<file path="config.mk">
export PLATFORM = sky130hd
export DESIGN_NAME = sfp_prog_seq
export DESIGN_NICKNAME = d
export VERILOG_FILES = /design/src/rtl/sfp_pkg.sv /design/src/rtl/sfp_cmd_decode.sv /design/src/rtl/sfp_page_collector.sv /design/src/rtl/sfp_status_reg.sv /design/src/rtl/sfp_prog_seq.sv
export SDC_FILE = /design/constraint.sdc
export NUM_CORES = 1
export LEC_CHECK = 0
export ABC_AREA = 0
export BUFFER_PORTS_ARGS = -buffer_cell sky130_fd_sc_hd__buf_2
export CAP_MARGIN = 20
export CORE_MARGIN = 1
export CORE_UTILIZATION = 50
export CTS_CLUSTER_DIAMETER = 80
export DETAILED_ROUTE_END_ITERATION = 16
export PLACE_DENSITY_LB_ADDON = 0.1
export SLEW_MARGIN = 15
export SYNTH_ARGS = -nofsm -noshare
export SYNTH_HDL_FRONTEND = slang
export SYNTH_SLANG_ARGS = --single-unit
</file>
<file path="constraint.sdc">
create_clock -name clk -period 6.9 [get_ports clk]
set_clock_uncertainty 0.05 [all_clocks]
set_input_delay 0 -clock clk [delete_from_list [all_inputs] [get_ports clk]]
set_output_delay 0 -clock clk [all_outputs]
set_load 0.03 [all_outputs]
</file>
<file path="src/rtl/sfp_pkg.sv">
package sfp_pkg;
  localparam int PG_LG    = 2;
  localparam int PG_WORDS = 1 << PG_LG;
  localparam int LG_W     = $clog2(PG_LG + 1);
  localparam int CNT_W    = $clog2(PG_WORDS + 1);

  localparam logic [7:0] CODE_PROG1 = 8'h40;
  localparam logic [7:0] CODE_PROG2 = 8'h30;
  localparam logic [7:0] CODE_PROG4 = 8'h56;
  localparam logic [7:0] CODE_CLRST = 8'h50;
  localparam logic [7:0] CODE_RDST  = 8'h70;
  localparam logic [7:0] CODE_SUSP  = 8'hB0;

  localparam int SB_READY = 7;
  localparam int SB_PERR  = 4;
  localparam int SB_LOWV  = 3;

  typedef enum logic [2:0] {
    OP_PROG1, OP_PROG2, OP_PROG4, OP_CLRST, OP_RDST, OP_SUSP, OP_OTHER
  } op_e;

  typedef enum logic [1:0] {
    ST_IDLE, ST_COLLECT, ST_BUSY
  } seq_state_e;
endpackage

</file>
<file path="src/rtl/sfp_cmd_decode.sv">
module sfp_cmd_decode
  import sfp_pkg::*;
(
  input  logic [7:0]       code,
  output op_e              op,
  output logic [CNT_W-1:0] need,
  output logic [LG_W-1:0]  page_lg
);
  always_comb begin
    op      = OP_OTHER;
    need    = '0;
    page_lg = '0;
    case (code)
      CODE_PROG1: begin op = OP_PROG1; need = CNT_W'(1); page_lg = LG_W'(0); end
      CODE_PROG2: begin op = OP_PROG2; need = CNT_W'(2); page_lg = LG_W'(1); end
      CODE_PROG4: begin op = OP_PROG4; need = CNT_W'(PG_WORDS); page_lg = LG_W'(PG_LG); end
      CODE_CLRST: op = OP_CLRST;
      CODE_RDST:  op = OP_RDST;
      CODE_SUSP:  op = OP_SUSP;
      default:    op = OP_OTHER;
    endcase
  end
endmodule

</file>
<file path="src/rtl/sfp_page_collector.sv">
module sfp_page_collector
  import sfp_pkg::*;
#(
  parameter int AW = 16,
  parameter int DW = 16
) (
  input  logic                   clk,
  input  logic                   rst_n,
  input  logic                   clear,
  input  logic                   capture,
  input  logic [LG_W-1:0]        page_lg,
  input  logic [AW-1:0]          addr,
  input  logic [DW-1:0]          data,
  output logic                   addr_ok,
  output logic [AW-1:0]          base_addr,
  output logic [PG_WORDS-1:0]    mask,
  output logic [PG_WORDS*DW-1:0] words
);
  logic [AW-1:0]       base_q;
  logic [PG_WORDS-1:0] mask_q;
  logic [PG_LG-1:0]    slot;
  logic [AW-1:0]       hi_sel;
  logic                first;
  logic                same_page;

  assign slot      = addr[PG_LG-1:0];
  assign hi_sel    = {AW{1'b1}} << page_lg;
  assign first     = (mask_q == '0);
  assign same_page = (((addr ^ base_q) & hi_sel) == '0);
  assign addr_ok   = first || (same_page && !mask_q[slot]);

  always_ff @(posedge clk) begin
    if (!rst_n || clear) mask_q <= '0;
    else if (capture)    mask_q[slot] <= 1'b1;
  end

  always_ff @(posedge clk) begin
    if (capture && first) base_q <= addr;
  end

  for (genvar g = 0; g < PG_WORDS; g++) begin : g_word
    logic [DW-1:0] word_q;
    always_ff @(posedge clk) begin
      if (!rst_n)                                  word_q <= '0;
      else if (capture && slot == PG_LG'(g))       word_q <= data;
    end
    assign words[g*DW +: DW] = word_q;
  end

  assign mask      = mask_q;
  assign base_addr = {base_q[AW-1:PG_LG], {PG_LG{1'b0}}};
endmodule

</file>
<file path="src/rtl/sfp_status_reg.sv">
module sfp_status_reg
  import sfp_pkg::*;
(
  input  logic       clk,
  input  logic       rst_n,
  input  logic       ready,
  input  logic       set_perr,
  input  logic       set_lowv,
  input  logic       clear_err,
  output logic [7:0] stat
);
  logic perr_q, lowv_q;

  always_ff @(posedge clk) begin
    if (!rst_n || clear_err) begin
      perr_q <= 1'b0;
      lowv_q <= 1'b0;
    end else begin
      if (set_perr) perr_q <= 1'b1;
      if (set_lowv) lowv_q <= 1'b1;
    end
  end

  always_comb begin
    stat           = '0;
    stat[SB_READY] = ready;
    stat[SB_PERR]  = perr_q;
    stat[SB_LOWV]  = lowv_q;
  end
endmodule

</file>
<file path="src/rtl/sfp_prog_seq.sv">
module sfp_prog_seq
  import sfp_pkg::*;
#(
  parameter int AW = 16,
  parameter int DW = 16
) (
  input  logic                   clk,
  input  logic                   rst_n,
  input  logic                   wr_valid,
  output logic                   wr_ready,
  input  logic [AW-1:0]          wr_addr,
  input  logic [DW-1:0]          wr_data,
  input  logic                   hv_ok,
  input  logic [DW-1:0]          arr_rdata,
  output logic [DW-1:0]          rd_data,
  output logic                   start,
  output logic [AW-1:0]          prog_addr,
  output logic [PG_WORDS*DW-1:0] prog_data,
  output logic [PG_WORDS-1:0]    prog_mask,
  input  logic                   ctl_done,
  output logic                   suspend_req
);
  seq_state_e       state_q;
  logic [CNT_W-1:0] left_q;
  logic [LG_W-1:0]  pg_q;
  logic             smode_q;
  logic             start_q;
  logic             susp_q;

  op_e              op;
  logic [CNT_W-1:0] need;
  logic [LG_W-1:0]  page_lg;
  logic             addr_ok;
  logic             acc, is_prog, last_word;
  logic             col_clear, col_cap, set_perr, set_lowv, clr_err;
  logic             ready_w;
  logic [7:0]       stat_w;

  assign wr_ready = 1'b1;
  assign acc      = wr_valid;

  sfp_cmd_decode u_dec (
    .code    (wr_data[7:0]),
    .op      (op),
    .need    (need),
    .page_lg (page_lg)
  );

  assign is_prog   = (op == OP_PROG1) || (op == OP_PROG2) || (op == OP_PROG4);
  assign last_word = (left_q == CNT_W'(1));
  assign col_clear = (state_q == ST_IDLE) && acc && is_prog;
  assign col_cap   = (state_q == ST_COLLECT) && acc && addr_ok;
  assign set_perr  = (state_q == ST_COLLECT) && acc && !addr_ok;
  assign set_lowv  = col_cap && last_word && !hv_ok;
  assign clr_err   = (state_q == ST_IDLE) && acc && (op == OP_CLRST);
  assign ready_w   = (state_q != ST_BUSY);

  sfp_page_collector #(.AW(AW), .DW(DW)) u_col (
    .clk       (clk),
    .rst_n     (rst_n),
    .clear     (col_clear),
    .capture   (col_cap),
    .page_lg   (pg_q),
    .addr      (wr_addr),
    .data      (wr_data),
    .addr_ok   (addr_ok),
    .base_addr (prog_addr),
    .mask      (prog_mask),
    .words     (prog_data)
  );

  sfp_status_reg u_stat (
    .clk       (clk),
    .rst_n     (rst_n),
    .ready     (ready_w),
    .set_perr  (set_perr),
    .set_lowv  (set_lowv),
    .clear_err (clr_err),
    .stat      (stat_w)
  );

  always_ff @(posedge clk) begin
    if (!rst_n) begin
      state_q <= ST_IDLE;
      left_q  <= '0;
      pg_q    <= '0;
      smode_q <= 1'b0;
      start_q <= 1'b0;
      susp_q  <= 1'b0;
    end else begin
      start_q <= 1'b0;
      susp_q  <= 1'b0;
      case (state_q)
        ST_IDLE: begin
          if (acc) begin
            case (op)
              OP_PROG1, OP_PROG2, OP_PROG4: begin
                state_q <= ST_COLLECT;
                left_q  <= need;
                pg_q    <= page_lg;
              end
              OP_CLRST: smode_q <= smode_q;
              OP_RDST:  smode_q <= 1'b1;
              default:  smode_q <= 1'b0;
            endcase
          end
        end
        ST_COLLECT: begin
          if (acc) begin
            if (!addr_ok) begin
              state_q <= ST_IDLE;
              smode_q <= 1'b1;
            end else if (last_word) begin
              state_q <= ST_BUSY;
              start_q <= 1'b1;
              smode_q <= 1'b1;
            end else begin
              left_q <= left_q - CNT_W'(1);
            end
          end
        end
        ST_BUSY: begin
          if (acc && op == OP_SUSP) susp_q <= 1'b1;
          if (ctl_done) state_q <= ST_IDLE;
        end
        default: state_q <= ST_IDLE;
      endcase
    end
  end

  assign start       = start_q;
  assign suspend_req = susp_q;
  assign rd_data     = smode_q ? {{(DW-8){1'b0}}, stat_w} : arr_rdata;
endmodule

</file>
; ---- Yosys cells after proc, flatten, opt, wreduce, memory -nomap -nowiden
; Cells that the tools add are included.
[classes]
n_reduce_logical = 39
eq_ne = 26
n_addsub = 1
shift = 1
order_cmp = 2
n_bitwise = 3
muxes = 29
[op_table]
columns = cell, n
row1 = $eq 8x7->1 const B, 4
row2 = $pmux 3 s6, 1
row3 = $and 16x16->16, 1
row4 = $logic_and 1x1->1, 16
row5 = $logic_not 16->1, 1
row6 = $mux 16, 1
row7 = $shl 16x2->16 const A, 1
row8 = $xor 16x16->16, 1
row9 = $mux 3, 5
row10 = $ne 2x2->1 const B, 7
row11 = $mux 2, 6
row12 = $reduce_and 5->1, 2
row13 = $pmux 3 s3, 1
row14 = $eq 8x6->1 const B, 1
row15 = $eq 8x8->1 const B, 1
row16 = $mux 1, 8
row17 = $eq 2x2->1 const B, 3
row18 = $eq 3x1->1 const B, 2
row19 = $eq 3x2->1 const B, 2
row20 = $eq 3x3->1 const B, 2
row21 = $pmux 2 s3, 1
row22 = $pmux 3 s2, 1
row23 = $reduce_and 6->1, 1
row24 = $logic_or 1x1->1, 5
row25 = other kinds (21), 27
[word_totals]
reg_bits = 96
wordCells = 115
out_inout_bits = 103

; ---- Logic depth before layout (Yosys ltp)
[depth]
depth_word = 8
ltp_mapped = 9
ltp_nobuf = 8

; ---- By module
; Synthesis repeated with hierarchy kept, for this count alone.
[unflattened]
cells_unflattened = 485
area_unflattened_um2 = 4408.0
[modules_own_cells]
columns = mod, cells_per_inst, area_per_inst_um2, seq_area_each_um2, n_inst
row1 = sfp_page_collector, 360, 3373.2, 1841.8, 1
row2 = sfp_prog_seq, 86, 763.2, 200.2, 1
row3 = sfp_cmd_decode, 23, 138.9, 0.0, 1
row4 = sfp_status_reg, 16, 132.6, 40.0, 1

; ---- Worst setup path before layout
; Ideal clock, no wire load.
[synth_path]
path_type = flip-flop to flip-flop
startpoint = register u_col.base_q[4]
endpoint = register u_col.g_word[2].word_q[10]
n_path_buf = 2
slack_ps = 4613
synth_period_minus_slack_ps = 2287
arrival_ps = 2117
path_stages_with_launch = 9
setup_time_ps = 119
required_ps = 6731
cell_sequence = edfxtp_1 xor2_1 a2111oi_2 and4_1 a31oi_1 or4b_1 buf_4 buf_6 mux2i_1
[synth_via]
elab_chain_cells = 7
[synth_lines]
columns = item, line_no
row1 = start: declaration, sfp_page_collector.sv:19  ; logic [AW-1:0] base_q;
row2 = start signal: assignment, sfp_page_collector.sv:38  ; if (capture && first) base_q <= addr;
row3 = $xor 16x16->16, sfp_page_collector.sv:29  ; assign same_page = (((addr ^ base_q) & hi_sel) == '0);
row4 = $and 16x16->16, sfp_page_collector.sv:29
row5 = $logic_not 16->1, sfp_page_collector.sv:29
row6 = $logic_and 1x1->1, sfp_page_collector.sv:30  ; assign addr_ok = first || (same_page && !mask_q[slot]);
row7 = $logic_or 1x1->1, sfp_page_collector.sv:30
row8 = $logic_and 1x1->1, sfp_prog_seq.sv:52  ; assign col_cap = (state_q == ST_COLLECT) && acc && addr_ok;
row9 = $logic_and 1x1->1, sfp_page_collector.sv:45  ; else if (capture && slot == PG_LG'(g)) word_q <= data;
row10 = end signal: assignment, sfp_page_collector.sv:45
row11 = end: declaration, sfp_page_collector.sv:42  ; logic [DW-1:0] word_q;
; No other way between the ends.
; A chain may end at the register's enable or synchronous reset.

; ---- Worst setup path after layout
[layout_path]
startpoint = register u_col.base_q[11]
endpoint = register u_col.g_word[2].word_q[0]
; Same word-level chain as after synthesis.

==> results.txt <==
The run finished with clean final reports. 0 antenna diodes ended up in the layout. After synthesis, the cell types taking the most area are sky130_fd_sc_hd__dfxtp_1, sky130_fd_sc_hd__mux2i_1, sky130_fd_sc_hd__edfxtp_1.

The tools report the sum of overflow across all layers after global routing as 0. In this run the power spent charging and discharging nets is 0.255 mW. On the worst path, the slowest cell contributes a delay of 1.02 ns. Hold repair after CTS inserted 35 buffers. The post-cts gate resize count came out at 0.

The cell sitting at the root of the clock tree is a sky130_fd_sc_hd__clkbuf_8. The worst path setup slack after routing came out at 3.60 ns. The number of buffers and inverters on the critical path is 0, and the cell internal power dissipation is 0.795 mW. The share of the Yosys chip area taken by registers is 49.2%. Share of total power consumed by net switching: 24.3%. The tools report the total setup buffers inserted after CTS as 0. The number of enable-type register cells in the synthesized netlist is 16. Among all flip-flop cells after synthesis, the most frequent one is sky130_fd_sc_hd__dfxtp_1.

The fraction of layout cells with a size suffix above 1 is 30.8%. VDD sags by at most 0.136 mV. The CTS sink count was 96. The effective utilization at floorplan is 51.5%. Number of core rows: 33. The placeable core region came out at 8220 um2. Clock latency of the later-clocked register in the worst-skew pair: 0.36 ns. Setup violations remaining at the end of the flow were counted as 0.

The tools report the largest net degree at the start of global routing as 55. The first detailed-routing pass ran for 5 iterations. After synthesis, the largest area contributor takes up 37.9% of total cell area. In this run the worst hold path is classified as input pin to register.

Routability-driven placement finished with a final weighted congestion of 0.807. The number of cells on the worst hold path is 3, and the power density over cell area is 191 nW/um2. The clock period minus worst slack is 3.30 ns, and the part of the total power dissipated in the clock network is 36.6%. Among all cell types in the netlist, the one instantiated most often is sky130_fd_sc_hd__dfxtp_1.

The count of yosys warnings during synthesis is 0, and the pre-CTS setup slack is 3.58 ns. The signal on the critical path passes through xnor2_1 > nand4_1 > a2111oi_2 > a31oi_1 > or4b_1 > mux2i_1. By startpoint and endpoint, the worst setup path is classified as register to register.

In the finished design, the share of the clock period the worst path needs comes to 47.8%. The global-route wire length before repair was 15800 um; the reg-to-reg setup timing slack was 3.60 ns. Summed over all cells, the static leakage comes to 2.88 nW.

Buffer depth of the longest clock path: 2. For the worst setup path, the data required time is 7.07 ns. The number of H-tree levels was 3; the number of maximum-capacitance violations was 0.

The count of final hold-check violations came out at 0. Pin placement for this block handled 156 I/O pins. Critical register-to-register path startpoint: u_col.base_q[11]$_DFFE_PP_.

The count of buffers added on input and output ports is 152. The floorplan step defined a die boundary enclosing 8830 um2. After clock tree synthesis, the clock-pin slew on the worst setup and hold paths is 0.10 ns. The floorplan die height came out at 94.0 um.

The tools report the number of global-route vias before repair as 3297. For this design, the slowest cell found on the critical path is sky130_fd_sc_hd__or4b_1. The cell count after synthesis came out at 428. Counting flops and latches in the post-synthesis netlist gives 96.

For the critical path data arrival time, the log shows 3.47 ns. In this run the critical register-to-register path is captured at u_col.g_word[2].word_q[0]$_SDFFE_PN0P_. The path with the worst hold slack has its endpoint at u_col.g_word[2].word_q[7]$_SDFFE_PN0P_.

The all-layer global routing usage is 23.4%. The initial antenna violation count was 0. In this design, the largest share of critical-path delay is due to simple AND/OR/NAND/NOR gates. The startpoint identified for the worst hold timing path is wr_data[7]. The final count of pins violating max slew is 0. Most area-hungry cell type in the Yosys netlist: sky130_fd_sc_hd__dfxtp_1. The commonest cells after synthesis are sky130_fd_sc_hd__dfxtp_1, sky130_fd_sc_hd__mux2i_1, sky130_fd_sc_hd__nand2_1, sky130_fd_sc_hd__nor2_1, sky130_fd_sc_hd__nor2b_1. Measured along the x axis, the die boundary spans 94.0 um. After synthesis, the share of flip-flops with an asynchronous set or reset is 0%. The logs give 0 for the count of antenna-violating nets left after detailed routing and 7150 um for the post-detailed-placement half-perimeter wirelength. The mean post-synth cell area is 9.88 um2, and the initial DRC count is 80. The synthesized netlist occupies a cell area of 4230 um2. In this run the worst setup path begins at u_col.base_q[11]$_DFFE_PP_.

The area added between synthesis and finish works out to 29.8%. The post-route DRC violation count was 0. STA classifies the critical path endpoint as a register. The sort of element at the start of the critical path was a register. Based on the critical path, the design can be clocked at up to 303 MHz. At the pin with the least slew margin, the transition time is 0.984 ns.

Worst-case reg-to-reg path depth: 6. The final routed wire length divided by cell count came out at 14.5 um. The routed wire length was 10200 um; the total vias in the final route was 3583. Setup total negative slack on the finished layout was measured at 0 ns.

In this run, the combinational gates consume 9.0% of the power. TritonCTS built the clock tree. Setup repair after global routing left no endpoint under its margin. The average via count per standard cell was 5.13; the number of different library cells in the post-synthesis netlist was 45.

The net count of the finished layout is 644. Sequential cells burn 54.4% of the power. The critical path runs through a total of 6 cells. Leaving out filler cells and counting taps, the final layout contains 699. The highest net fanout along the worst path was 17.

Counting tap cells, the placed design contains a total of 648 instances. The worst relative slew slack is 34.1%, and the number of buffers created by CTS is 9.
per-stage QoR:
| stage | power, mW | area [um2] | utilization (%) | hold WS (ns) |
|---|---|---|---|---|
| after floorplan | 0.631 | 4230 | - | 0.0489 |
| after global placement | 0.662 | 4920 | 59.8 | 0.151 |
| after detailed placement | 0.664 | 4930 | 60.0 | 0.153 |
| after CTS | 1.06 | 5490 | 66.8 | 0.00629 |
| after global routing | 1.08 | 5490 | 66.8 | 0.0188 |
| final | 1.05 | 5490 | 66.8 | 0.0137 |
registers in the layout, summed over array words and instances (netlist names):
name / flops
start: 1
u_col.g_word.word_q: 64
u_col.base_q: 16
u_stat.perr_q: 1
left_q: 3
u_stat.lowv_q: 1
smode_q: 1
suspend_req: 1
u_col.mask: 4
pg_q: 2
state_q: 2
final cells by class:
cell class | count | area (um2)
Sequential cell | 96 | 2080
Timing Repair Buffer | 190 | 1140
Clock inverter | 5 | 61.3
Fill cell | 694 | 2730
Multi-Input combinational cell | 281 | 1890
Tap cell | 105 | 131
Inverter | 11 | 41.3
Clock buffer | 11 | 145
power by group through the flow:
| stage | clock network, mW | registers [mW] | logic (mW) |
|---|---|---|---|
| finish | 0.384 | 0.571 | 0.0948 |
| global route | 0.410 | 0.571 | 0.103 |
| global placement | 0 | 0.584 | 0.0779 |
| detailed placement | 0 | 0.584 | 0.0801 |
| floorplan | 0 | 0.585 | 0.0458 |
| CTS | 0.390 | 0.571 | 0.0950 |
logic make-up (layout without fill, tap and decap cells):
group | after synthesis | after routing | synth area share (%)
DFF | 96 | 96 | 49.2
and+or+nand+nor | 156 | 156 | 17.4
other | 2 | 3 | 0.178
AOI/OAI and AO/OA | 31 | 31 | 5.38
xor gates and xnor gates | 16 | 16 | 3.31
muxes | 73 | 73 | 17.3
adders and majority gates | 2 | 2 | 0.592
buffers and inverters | 52 | 217 | 6.60
routing by layer:
metal | global-route usage (%) | wire length (um)
met2 | 41.3 | 5110
met3 | 5.18 | 624
met5 | 0 | 0
met1 | 27.5 | 4260
met4 | 9.23 | 167
tightest hold or removal path, cell delays in order:
cell and delay, ns:
sky130_fd_sc_hd__buf_2 0.19, sky130_fd_sc_hd__nand2_1 0.12, sky130_fd_sc_hd__mux2i_1 0.07
cell usage in the layout (no fill, tap or decap), types with 2 or more instances in the layout:
cell	count
sky130_fd_sc_hd__nand4_1	2
sky130_fd_sc_hd__buf_4	2
sky130_fd_sc_hd__nor2b_1	21
sky130_fd_sc_hd__or3_1	4
sky130_fd_sc_hd__mux2_2	2
sky130_fd_sc_hd__and3b_1	2
sky130_fd_sc_hd__inv_6	2
sky130_fd_sc_hd__a21boi_1	3
sky130_fd_sc_hd__nor3_1	5
sky130_fd_sc_hd__nand2_1	58
sky130_fd_sc_hd__or2_2	3
sky130_fd_sc_hd__nor2_1	43
sky130_fd_sc_hd__clkbuf_8	10
sky130_fd_sc_hd__a2111oi_2	2
sky130_fd_sc_hd__a21boi_0	2
sky130_fd_sc_hd__conb_1	3
sky130_fd_sc_hd__xor2_1	7
sky130_fd_sc_hd__nand3_1	5
sky130_fd_sc_hd__edfxtp_1	16
sky130_fd_sc_hd__ha_1	2
sky130_fd_sc_hd__or4b_1	2
sky130_fd_sc_hd__nor4_1	4
sky130_fd_sc_hd__buf_2	152
sky130_fd_sc_hd__dlygate4sd3_1	35
sky130_fd_sc_hd__a32oi_2	2
sky130_fd_sc_hd__o21ai_0	3
sky130_fd_sc_hd__a21oi_1	7
sky130_fd_sc_hd__dfxtp_1	80
sky130_fd_sc_hd__mux2i_1	71
sky130_fd_sc_hd__xnor2_1	9
sky130_fd_sc_hd__a31oi_1	5
sky130_fd_sc_hd__or4_1	2
sky130_fd_sc_hd__inv_1	11
worst max-delay path by stage:
stage	end
floorplan	u_col.g_word[2].word_q[10]$_SDFFE_PN0P_
global placement	u_col.g_word[2].word_q[10]$_SDFFE_PN0P_
detailed placement	u_col.g_word[2].word_q[10]$_SDFFE_PN0P_
CTS	u_col.g_word[2].word_q[1]$_SDFFE_PN0P_
global route	u_col.g_word[2].word_q[0]$_SDFFE_PN0P_
finish	u_col.g_word[2].word_q[0]$_SDFFE_PN0P_
No activity file was read; power rests on OpenSTA's default activity.
